`src/rtl/uart_rxq_pkg.sv`:
```
package uart_rxq_pkg;

  typedef enum logic [1:0] {
    TRIG_ONE  = 2'b00,
    TRIG_FOUR = 2'b01,
    TRIG_EIGHT = 2'b10,
    TRIG_FOURTEEN = 2'b11
  } trig_sel_e;

  // index of each status flag inside the flag bank
  localparam int FLAG_BRK = 0;
  localparam int FLAG_OVR = 1;
  localparam int FLAG_TMO = 2;
  localparam int NFLAGS   = 3;

  function automatic int trig_depth(input trig_sel_e sel);
    case (sel)
      TRIG_ONE:   return 1;
      TRIG_FOUR:  return 4;
      TRIG_EIGHT: return 8;
      default:    return 14;
    endcase
  endfunction

endpackage

```
`src/rtl/rxq_store.sv`:
```
module rxq_store #(
  parameter int DEPTH = 16,
  parameter int DW    = 8,
  localparam int AW   = $clog2(DEPTH),
  localparam int CW   = $clog2(DEPTH + 1)
) (
  input  logic          clk,
  input  logic          rst_n,
  input  logic          flush,
  input  logic          push,
  input  logic          pop,
  input  logic [DW-1:0] wdata,
  output logic [DW-1:0] head,
  output logic [CW-1:0] level
);

  logic [DW-1:0] mem [DEPTH];
  logic [AW-1:0] wr_ptr, rd_ptr;

  function automatic logic [AW-1:0] step_ptr(input logic [AW-1:0] p);
    return (p == AW'(DEPTH - 1)) ? '0 : p + AW'(1);
  endfunction

  always_ff @(posedge clk) begin
    if (push && !flush) mem[wr_ptr] <= wdata;
  end

  always_ff @(posedge clk or negedge rst_n) begin
    if (!rst_n) begin
      wr_ptr <= '0;
      rd_ptr <= '0;
      level  <= '0;
    end else if (flush) begin
      wr_ptr <= '0;
      rd_ptr <= '0;
      level  <= '0;
    end else begin
      if (push) wr_ptr <= step_ptr(wr_ptr);
      if (pop)  rd_ptr <= step_ptr(rd_ptr);
      case ({push, pop})
        2'b10:   level <= level + CW'(1);
        2'b01:   level <= level - CW'(1);
        default: level <= level;
      endcase
    end
  end

  assign head = mem[rd_ptr];

  assert_no_overflow_R2: assert property (@(posedge clk) disable iff (!rst_n)
    (push && !pop && !flush) |-> (level != CW'(DEPTH)));

  assert_pop_nonempty_R10: assert property (@(posedge clk) disable iff (!rst_n)
    (pop && !flush) |-> (level != '0));

  assert_pair_hold_R11: assert property (@(posedge clk) disable iff (!rst_n)
    (push && pop && !flush) |=> $stable(level));

endmodule

```
`src/rtl/rxq_idle_timer.sv`:
```
module rxq_idle_timer #(
  parameter int CTW = 16,
  localparam int TW = CTW + 2
) (
  input  logic           clk,
  input  logic           rst_n,
  input  logic           restart,
  input  logic           run,
  input  logic [CTW-1:0] char_time,
  output logic           expire
);

  logic [TW-1:0] ticks;
  logic [TW-1:0] last_tick;

  // four character times, minus one for the zero-based count
  assign last_tick = {char_time, 2'b00} - TW'(1);
  assign expire    = run && !restart && (ticks == last_tick);

  always_ff @(posedge clk or negedge rst_n) begin
    if (!rst_n)                             ticks <= '0;
    else if (restart)                       ticks <= '0;
    else if (run && ticks != last_tick)     ticks <= ticks + TW'(1);
  end

endmodule

```
`src/rtl/rxq_flags.sv`:
```
module rxq_flags #(
  parameter int N = 3
) (
  input  logic         clk,
  input  logic         rst_n,
  input  logic [N-1:0] set,
  input  logic [N-1:0] clr,
  output logic [N-1:0] q
);

  for (genvar i = 0; i < N; i++) begin : g_flag
    always_ff @(posedge clk or negedge rst_n) begin
      if (!rst_n)      q[i] <= 1'b0;
      else if (set[i]) q[i] <= 1'b1;
      else if (clr[i]) q[i] <= 1'b0;
    end
  end

endmodule

```
`src/rtl/uart_rx_queue.sv`:
```
module uart_rx_queue
  import uart_rxq_pkg::*;
#(
  parameter int DEPTH = 16,
  parameter int DW    = 8,
  parameter int CTW   = 16,
  localparam int CW   = $clog2(DEPTH + 1)
) (
  input  logic           clk,
  input  logic           rst_n,
  input  logic           rx_valid,
  input  logic [DW-1:0]  rx_data,
  input  logic           rx_break,
  input  logic           rd_en,
  output logic [DW-1:0]  rd_data,
  input  logic           lsr_rd,
  input  logic           fcr_wr,
  input  logic [7:0]     fcr_data,
  input  logic [CTW-1:0] char_time,
  output logic           tx_flush,
  output logic [CW-1:0]  fifo_level,
  output logic           data_ready,
  output logic           break_ind,
  output logic           overrun,
  output logic           timeout_pend,
  output logic           trig_hit,
  output logic           fifo_on
);

  trig_sel_e      trig_sel;
  logic           en_q;
  logic [DW-1:0]  head;
  logic [CW-1:0]  level;
  logic           toggle, flush, arrive, full, pop, push, lose;
  logic           drains, expire;
  logic [NFLAGS-1:0] fset, fclr, fq;

  // control byte decode
  assign toggle   = fcr_wr && (fcr_data[0] != en_q);
  assign flush    = fcr_wr && (fcr_data[1] || toggle);
  assign tx_flush = fcr_wr && (fcr_data[2] || toggle);

  always_ff @(posedge clk or negedge rst_n) begin
    if (!rst_n) begin
      en_q     <= 1'b0;
      trig_sel <= TRIG_ONE;
    end else if (fcr_wr) begin
      en_q <= fcr_data[0];
      if (fcr_data[0]) trig_sel <= trig_sel_e'(fcr_data[7:6]);
    end
  end

  // admission: capacity is the full depth when enabled, one byte otherwise
  assign arrive = (rx_valid || rx_break) && !flush;
  assign full   = en_q ? (level == CW'(DEPTH)) : (level != '0);
  assign pop    = rd_en && (level != '0) && !flush;
  assign push   = arrive && (!full || pop);
  assign lose   = arrive && full && !pop;
  assign drains = pop && !push && (level == CW'(1));

  rxq_store #(.DEPTH(DEPTH), .DW(DW)) u_store (
    .clk   (clk),
    .rst_n (rst_n),
    .flush (flush),
    .push  (push),
    .pop   (pop),
    .wdata (rx_break ? '0 : rx_data),
    .head  (head),
    .level (level)
  );

  rxq_idle_timer #(.CTW(CTW)) u_timer (
    .clk       (clk),
    .rst_n     (rst_n),
    .restart   (push || rd_en || flush),
    .run       (en_q && (level != '0) && !fq[FLAG_TMO]),
    .char_time (char_time),
    .expire    (expire)
  );

  always_comb begin
    fset = '0;
    fclr = '0;
    fset[FLAG_BRK] = rx_break && !flush;
    fclr[FLAG_BRK] = lsr_rd || flush || drains;
    fset[FLAG_OVR] = lose;
    fclr[FLAG_OVR] = lsr_rd;
    fset[FLAG_TMO] = expire;
    fclr[FLAG_TMO] = rd_en || flush;
  end

  rxq_flags #(.N(NFLAGS)) u_flags (
    .clk   (clk),
    .rst_n (rst_n),
    .set   (fset),
    .clr   (fclr),
    .q     (fq)
  );

  assign rd_data      = (level != '0) ? head : '0;
  assign fifo_level   = level;
  assign data_ready   = (level != '0);
  assign break_ind    = fq[FLAG_BRK];
  assign overrun      = fq[FLAG_OVR];
  assign timeout_pend = fq[FLAG_TMO];
  assign fifo_on      = en_q;
  assign trig_hit     = en_q ? (int'(level) >= trig_depth(trig_sel)) : (level != '0);

  assert_flush_empties_R3: assert property (@(posedge clk) disable iff (!rst_n)
    flush |=> (fifo_level == '0 && !timeout_pend));

  assert_tmo_with_data_R5: assert property (@(posedge clk) disable iff (!rst_n)
    $rose(timeout_pend) |-> (fifo_level != '0 && fifo_on));

  assert_ovr_keeps_level_R2: assert property (@(posedge clk) disable iff (!rst_n)
    $rose(overrun) |-> $stable(fifo_level));

  assert_lsr_clears_R9: assert property (@(posedge clk) disable iff (!rst_n)
    (lsr_rd && !rx_valid && !rx_break) |=> (!overrun && !break_ind));

  assert_no_tmo_disabled_R8: assert property (@(posedge clk) disable iff (!rst_n)
    !fifo_on |=> !$rose(timeout_pend));

endmodule

```
`config.mk`:
```
export PLATFORM = sky130hd
export DESIGN_NAME = uart_rx_queue
export DESIGN_NICKNAME = d
export VERILOG_FILES = /design/src/rtl/uart_rxq_pkg.sv /design/src/rtl/rxq_store.sv /design/src/rtl/rxq_idle_timer.sv /design/src/rtl/rxq_flags.sv /design/src/rtl/uart_rx_queue.sv
export SDC_FILE = /design/constraint.sdc
export NUM_CORES = 1
export LEC_CHECK = 0
export BUFFER_PORTS_ARGS = -buffer_cell sky130_fd_sc_hd__clkbuf_2
export CORE_ASPECT_RATIO = 1.25
export CORE_MARGIN = 2
export CORE_UTILIZATION = 60
export CTS_CLUSTER_SIZE = 24
export DETAILED_ROUTE_END_ITERATION = 10
export PLACE_DENSITY = 0.84
export SLEW_MARGIN = 20
export SYNTH_ARGS = -nofsm -noshare
export SYNTH_HDL_FRONTEND = slang
export SYNTH_SLANG_ARGS = --single-unit
```
`constraint.sdc`:
```
create_clock -name clk -period 3 [get_ports clk]
set_input_delay 0 -clock clk [delete_from_list [all_inputs] [get_ports clk]]
set_output_delay 0 -clock clk [all_outputs]
set_load 0.005 [all_outputs]
```
**Word-level counts from Yosys, hierarchy flattened**

Memories as Yosys holds them, arrays and structs flattened.
Cells that the tools add are included.

- Divide/modulo/power cells: 0
- Shift operators: 0
- Reduce and logical (&&, ||, !) cells: 43
- $lt $le $gt $ge: 1
- Eq/ne operators: 11
- Add/subtract/negate cells: 6
- Muxes and demuxes: 23
- Multiply operators: 0
- Bitwise gates (word level): 0

Operator list:

| cell | number |
|---|---|
| $mux 18 | 2 |
| $ge 6x32->1 | 1 |
| $mux 4 | 6 |
| $add 18x1->18 const B | 1 |
| $eq 18x18->1 | 1 |
| $logic_and 1x1->1 | 18 |
| $ne 18x18->1 | 1 |
| $sub 18x1->18 const B | 1 |
| $mux 8 | 2 |
| $pmux 4 s3 | 1 |
| $reduce_bool 2->1 | 6 |
| $mux 1 | 10 |
| $pmux 5 s2 | 1 |
| $logic_or 1x1->1 | 9 |
| $add 4x1->4 const B | 2 |
| $eq 4x4->1 const B | 2 |
| $logic_not 1->1 | 6 |
| $add 5x1->5 const B | 1 |
| $eq 5x1->1 const B | 1 |
| $eq 5x5->1 const B | 1 |
| $mux 5 | 1 |
| $reduce_bool 5->1 | 1 |
| $sub 5x1->5 const B | 1 |
| $eq 2x1->1 const B | 2 |
| other kinds (5) | 6 |

- Memory bits (writable): 128
- Bits in latches: 0
- Output and inout bits: 20
- Bits in registers: 37
- Word-level logic and storage cells: 94
- Memory bits (read-only): 0
- Memories kept: 1

Memory list:

| memory | words | width | read ports | clocked after Yosys merged registers in | wr ports | line | text |
|---|---|---|---|---|---|---|---|
| u_store.mem | 16 | 8 | 1 | 0 | 1 | rxq_store.sv:17 | `logic [DW-1:0] mem [DEPTH];` |

**Logic depth before layout (Yosys ltp)**

- Depth in word-level cells: 14
- Depth in mapped cells: 13

**Modules after synthesis**

From an unflattened synthesis, not the netlist that was laid out.

- Cells, all modules: 603
- Area total of the unflattened synthesis: 7997.7 sq um

Modules (own cells, without submodules):

| module | cells an instance | area each (sq um) | instances | sequential area each (sq um) |
|---|---|---|---|---|
| rxq_store | 339 | 5791.8 | 1 | 4169.0 |
| rxq_idle_timer | 194 | 1605.3 | 1 | 450.4 |
| uart_rx_queue | 61 | 491.7 | 1 | 75.1 |
| rxq_flags | 9 | 108.9 | 1 | 75.1 |

**Least setup slack after synthesis**

OpenSTA, ideal clock, no wires.

- Path type: register to register
- From: register u_store.level[0]
- To: memory u_store.mem[11][0] (enable)
- Clock period less this slack: 2.589 ns
- Cell stages (with the launch flop): 10
- Arrival time: 2.257 ns
- Path slack: 0.411 ns
- Setup time: 0.332 ns
- Path through: dfrtp_1 -> inv_1 -> ha_1 -> or4b_1 -> o21ai_0 -> a21oi_1 -> nor2_1 -> nand2_1 -> nor3b_1 -> and2_1

- Cells in the longest elaborated chain, start to end: 8

Ends and longest elaborated chain:

| what | line | text |
|---|---|---|
| start: declaration | rxq_store.sv:14 | `output logic [CW-1:0] level` |
| start signal: assignment | rxq_store.sv:41 | `2'b10: level <= level + CW'(1);` |
| start signal: assignment | rxq_store.sv:42 | `2'b01: level <= level - CW'(1);` |
| start signal: assignment | rxq_store.sv:43 | `default: level <= level;` |
| $eq 5x5->1 / $reduce_bool 5->1 (equally long branches) | uart_rx_queue.sv:55, uart_rx_queue.sv:56 |  |
| $mux 1 / $logic_and 1x1->1 (equally long branches) | uart_rx_queue.sv:55, uart_rx_queue.sv:56 |  |
| $logic_not 1->1 / $logic_and 1x1->1 (equally long branches) | uart_rx_queue.sv:57, uart_rx_queue.sv:56 |  |
| $logic_or 1x1->1 * | uart_rx_queue.sv:57 | `assign push = arrive && (!full \|\| pop);` |
| $logic_and 1x1->1 * | uart_rx_queue.sv:57 |  |
| $logic_and 1x1->1 * | rxq_store.sv:25 | `if (push && !flush) mem[wr_ptr] <= wdata;` |
| $mux 1 * | rxq_store.sv:25 |  |
| $mux 1 (not written as such) * | rxq_store.sv:25 |  |
| end: declaration | rxq_store.sv:17 |  |

Mark *: on every way between the ends. The rest lies on a longest branch, timed or not.

**Final worst setup path**

- From: register u_store.level[1]
- To: memory u_store.mem[0][0] (enable)

The elaborated chain is that of the path after synthesis.

==> summary.md <==
| Metric | Value |
|---|---|
| Syn. warnings | 0 |
| Power Dens Cells | 741 mW/mm^2 |
| Total negative slack | 0 ns |
| CP Max Fanout | 8 |
| Slew Limit Fails | 0 |
| EDFF count, synth | 128 |
| GP Congestion | 0.880 |
| Highest Clock Rate | 0.361 GHz |
| CTS tree | done |
| DR pass1 iterations | 6 |
| Seq cells post-synth | 165 |
| Num Clock Sinks | 165 |
| HPWL after DPL | 11.6 mm |
| Final min period | 2.77 ns |
| RSZ-0062 raised after global routing | no |
| Worst slew pin tran | 0.944 ns |
| Vias per cell | 6.34 |
| Area Overhead vs Synth | 15.0% |
| Share of cells above drive strength 1 | 21.2% |
| HP Class | input port to register |
| Design area | 0.00909 sq mm |
| Die area | 0.0141 sq mm |
| CORE AREA | 0.0128 sq mm |
| Total GRT Usage | 26.2% |
| Ant diodes | 0 |
| Largest net degree at the start of global routing | 38 |
| Die W | 107 um |
| Gr ovfl total | 0 |
| Placed insts | 800 |
| CTS root buf | clkbuf_16 |
| Clk buf depth | 2 |
| Die height | 132 um |
| Netlist cell types | 59 |
| Initial antenna violation count | 0 |
| Data arrival, critical path | 2.84 ns |
| Synthesized cell area | 0.00791 sq mm |
| Final Power | 0.00673 W |
| IO Port Bufs | 55 |
| Vias | 5342 |
| Worst Skew | 0.0111 ns |
| Initial Utilization | 61.9% |
| Placed Area | 0.00836 sq mm |
| Min-delay src | fcr_data[1] |
| CTS clock-pin slew for the worst setup and hold paths | 0.07 ns |
| Setup Crit Path Kind | register to register |
| Slew HR | 37.0% |
| Outcome | finished clean |
| Max IR drop VDD | 0.000535 V |
| Leak | 3.26 nW |
| Async S/R FF share, synth | 22.4% |
| I/O pin count | 59 |
| Final setup viols | 0 |
| Sequential share of the synthesized area | 60.3% |
| Syn Nets | 648 |
| Worst Setup End Kind | register |
| Worst Setup SP | u_store.level[1]$_DFFE_PN0P_ |
| Number of global-route vias before repair | 5315 |
| Post-route ant nets | 0 |
| Post-Route Utilization | 71.2% |
| FF-to-FF Start | u_store.level[1]$_DFFE_PN0P_ |
| Crit path launch type | register |
| H-tree depth | 4 |
| Period utilization | 92.5% |
| Drt initial violations | 387 |
| # nets final | 716 |
| Post-route DRC | 0 |
| DRT Wirelength | 17.9 mm |
| Mapped Avg Cell Area | 13.3 sq um |
| Clock latency on the worst-skew pair | 0.42 ns |
| Hold Vio Cnt, Final | 0 |
| Row count | 46 |
| Num CTS Buffers | 17 |
| Avg WL per Cell | 21.3 um |
| Max_cap viols | 0 |
| First-pass GRT wire length | 28.0 mm |
| Mapped Cells | 594 |
| Non-Filler Instances | 843 |
| Ys flop type | edfxtp_1 |
| Critical path required time | 3.06 ns |
| Post-CTS Setup Bufs | 0 |
==> cells by family (layout without fill, tap and decap cells) <==
family / Yosys count / after routing / share of synthesized area (%)
simple gates: 190 / 190 / 13.5
flops: 165 / 165 / 60.3
compound gates: 99 / 99 / 8.66
mux: 57 / 57 / 9.80
buf+inv: 43 / 124 / 2.63
xor+xnor: 25 / 25 / 2.77
fa+ha+maj: 15 / 15 / 2.37
==> layer usage <==
layer / part of all wire (%) / GRT usage, % / wire length [um] / up-vias
met1: 38 / 32.2 / 6750 / 2645
met3: 6.4 / 4.15 / 1140 / 34
met2: 54 / 46.6 / 9650 / 253
li1: - / - / - / 2410
met4: 2.1 / 9.24 / 385 / 0
met5: 0 / 0 / 0 / -
==> where the power goes <==
group | total (W) | switching (W) | internal (W)
sequential | 0.00279 | 0.000169 | 0.00263
combinational | 0.00176 | 0.000975 | 0.000783
clock | 0.00218 | 0.000933 | 0.00125
total | 0.00673 | 0.00208 | 0.00466
==> final cells by class <==
class,instances,area [sq um]
Fill cell,857,3690
Tap cell,168,210
Multi-Input combinational cell,386,2960
Timing Repair Buffer,79,508
Sequential cell,165,4770
Inverter,13,48.8
Clock buffer,17,425
Clock inverter,15,171
==> path summary, 6_finish.rpt <==
kind                                                  to  slack (ns)  depth (start not counted)
setup / recovery             u_store.mem[0][0]$_DFFE_PP_        0.23                          9
hold / removal                  u_flags.q[2]$_DFFE_PN0P_         0.1                          4
setup reg to reg             u_store.mem[0][0]$_DFFE_PP_        0.23                          9
hold reg to reg             u_timer.ticks[1]$_DFFE_PN0P_        0.57                          2
max in group asynchronous  u_store.rd_ptr[0]$_DFFE_PN0P_        2.10                          2
min in group asynchronous        trig_sel[0]$_DFFE_PN0P_        0.24                          2
==> registers in the layout (all words and copies together), names as in the netlist <==
name	flops
fifo_on	1
trig_sel	2
u_flags.q	3
u_store.level	5
u_store.mem	128
u_store.rd_ptr	4
u_store.wr_ptr	4
u_timer.ticks	18
==> metrics by stage <==
step / worst slack [ns] / hold WS, ns
after floorplan: 0.411 / -0.296
after global placement: 0.275 / 0.168
after detailed placement: 0.131 / 0.188
after CTS: 0.102 / 0.0891
after global routing: 0.00449 / 0.112
final: 0.226 / 0.0997
==> critical path: stages (launching register included) <==
cell and delay, ns:
dfrtp_1 0.38, inv_1 0.14, ha_1 0.17, or4b_1 0.45, o21ai_0 0.14, a21oi_1 0.07
nor2_1 0.13, nand2_1 0.15, nor3_1 0.32, and2_1 0.47
==> cells in the final DEF, fill, tap and decap left out, types with 14 or more instances in the layout <==
| master | Yosys | routed |
|---|---|---|
| edfxtp_1 | 128 | 128 |
| ha_1 | 15 | 15 |
| nor2_1 | 34 | 34 |
| nor3_1 | 14 | 14 |
| and2_1 | 20 | 20 |
| dfrtp_1 | 37 | 36 |
| mux2i_1 | 38 | 38 |
| clkbuf_2 | 0 | 55 |
| o21ai_0 | 19 | 19 |
| nand2_1 | 35 | 35 |
| xnor2_1 | 15 | 15 |
| clkbuf_16 | 0 | 17 |
| a21oi_1 | 20 | 20 |
| o221ai_1 | 16 | 16 |
| mux4_2 | 16 | 16 |
==> what timing repair did <==
item | CTS | global route
setup endpoints to repair | 0 | 64
hold buffers | 11 | 0
resized for setup | 0 | 2
hold endpoints to repair | 43 | 0
==> cell usage after synthesis, types with 3 or more instances <==
library cell,count,share of area [%]
xor2_1,10,1.1
nor3b_1,3,0.28
o21ai_2,4,0.44
o21a_1,3,0.28
o31ai_1,7,0.66
o221ai_1,16,1.8
o21ai_0,19,1.2
a31oi_1,5,0.40
a21boi_0,8,0.76
nor2_1,34,1.6
or3_1,12,0.95
mux4_2,16,4.6
xnor2_1,15,1.7
or4_1,8,0.76
nor3_1,14,0.89
clkbuf_1,23,1.1
o211ai_1,4,0.38
and3_1,6,0.47
edfxtp_1,128,49
ha_1,15,2.4
dfrtp_1,37,12
nand2b_1,6,0.47
mux2_2,3,0.43
nor2b_1,15,1.2
nand2_1,35,1.7
a21oi_2,4,0.44
a21oi_1,20,1.3
mux2i_1,38,4.8
inv_1,13,0.62
nand3_1,8,0.51
nand4_1,11,0.87
and2_1,20,1.6
(Power assumes the default switching activity.)
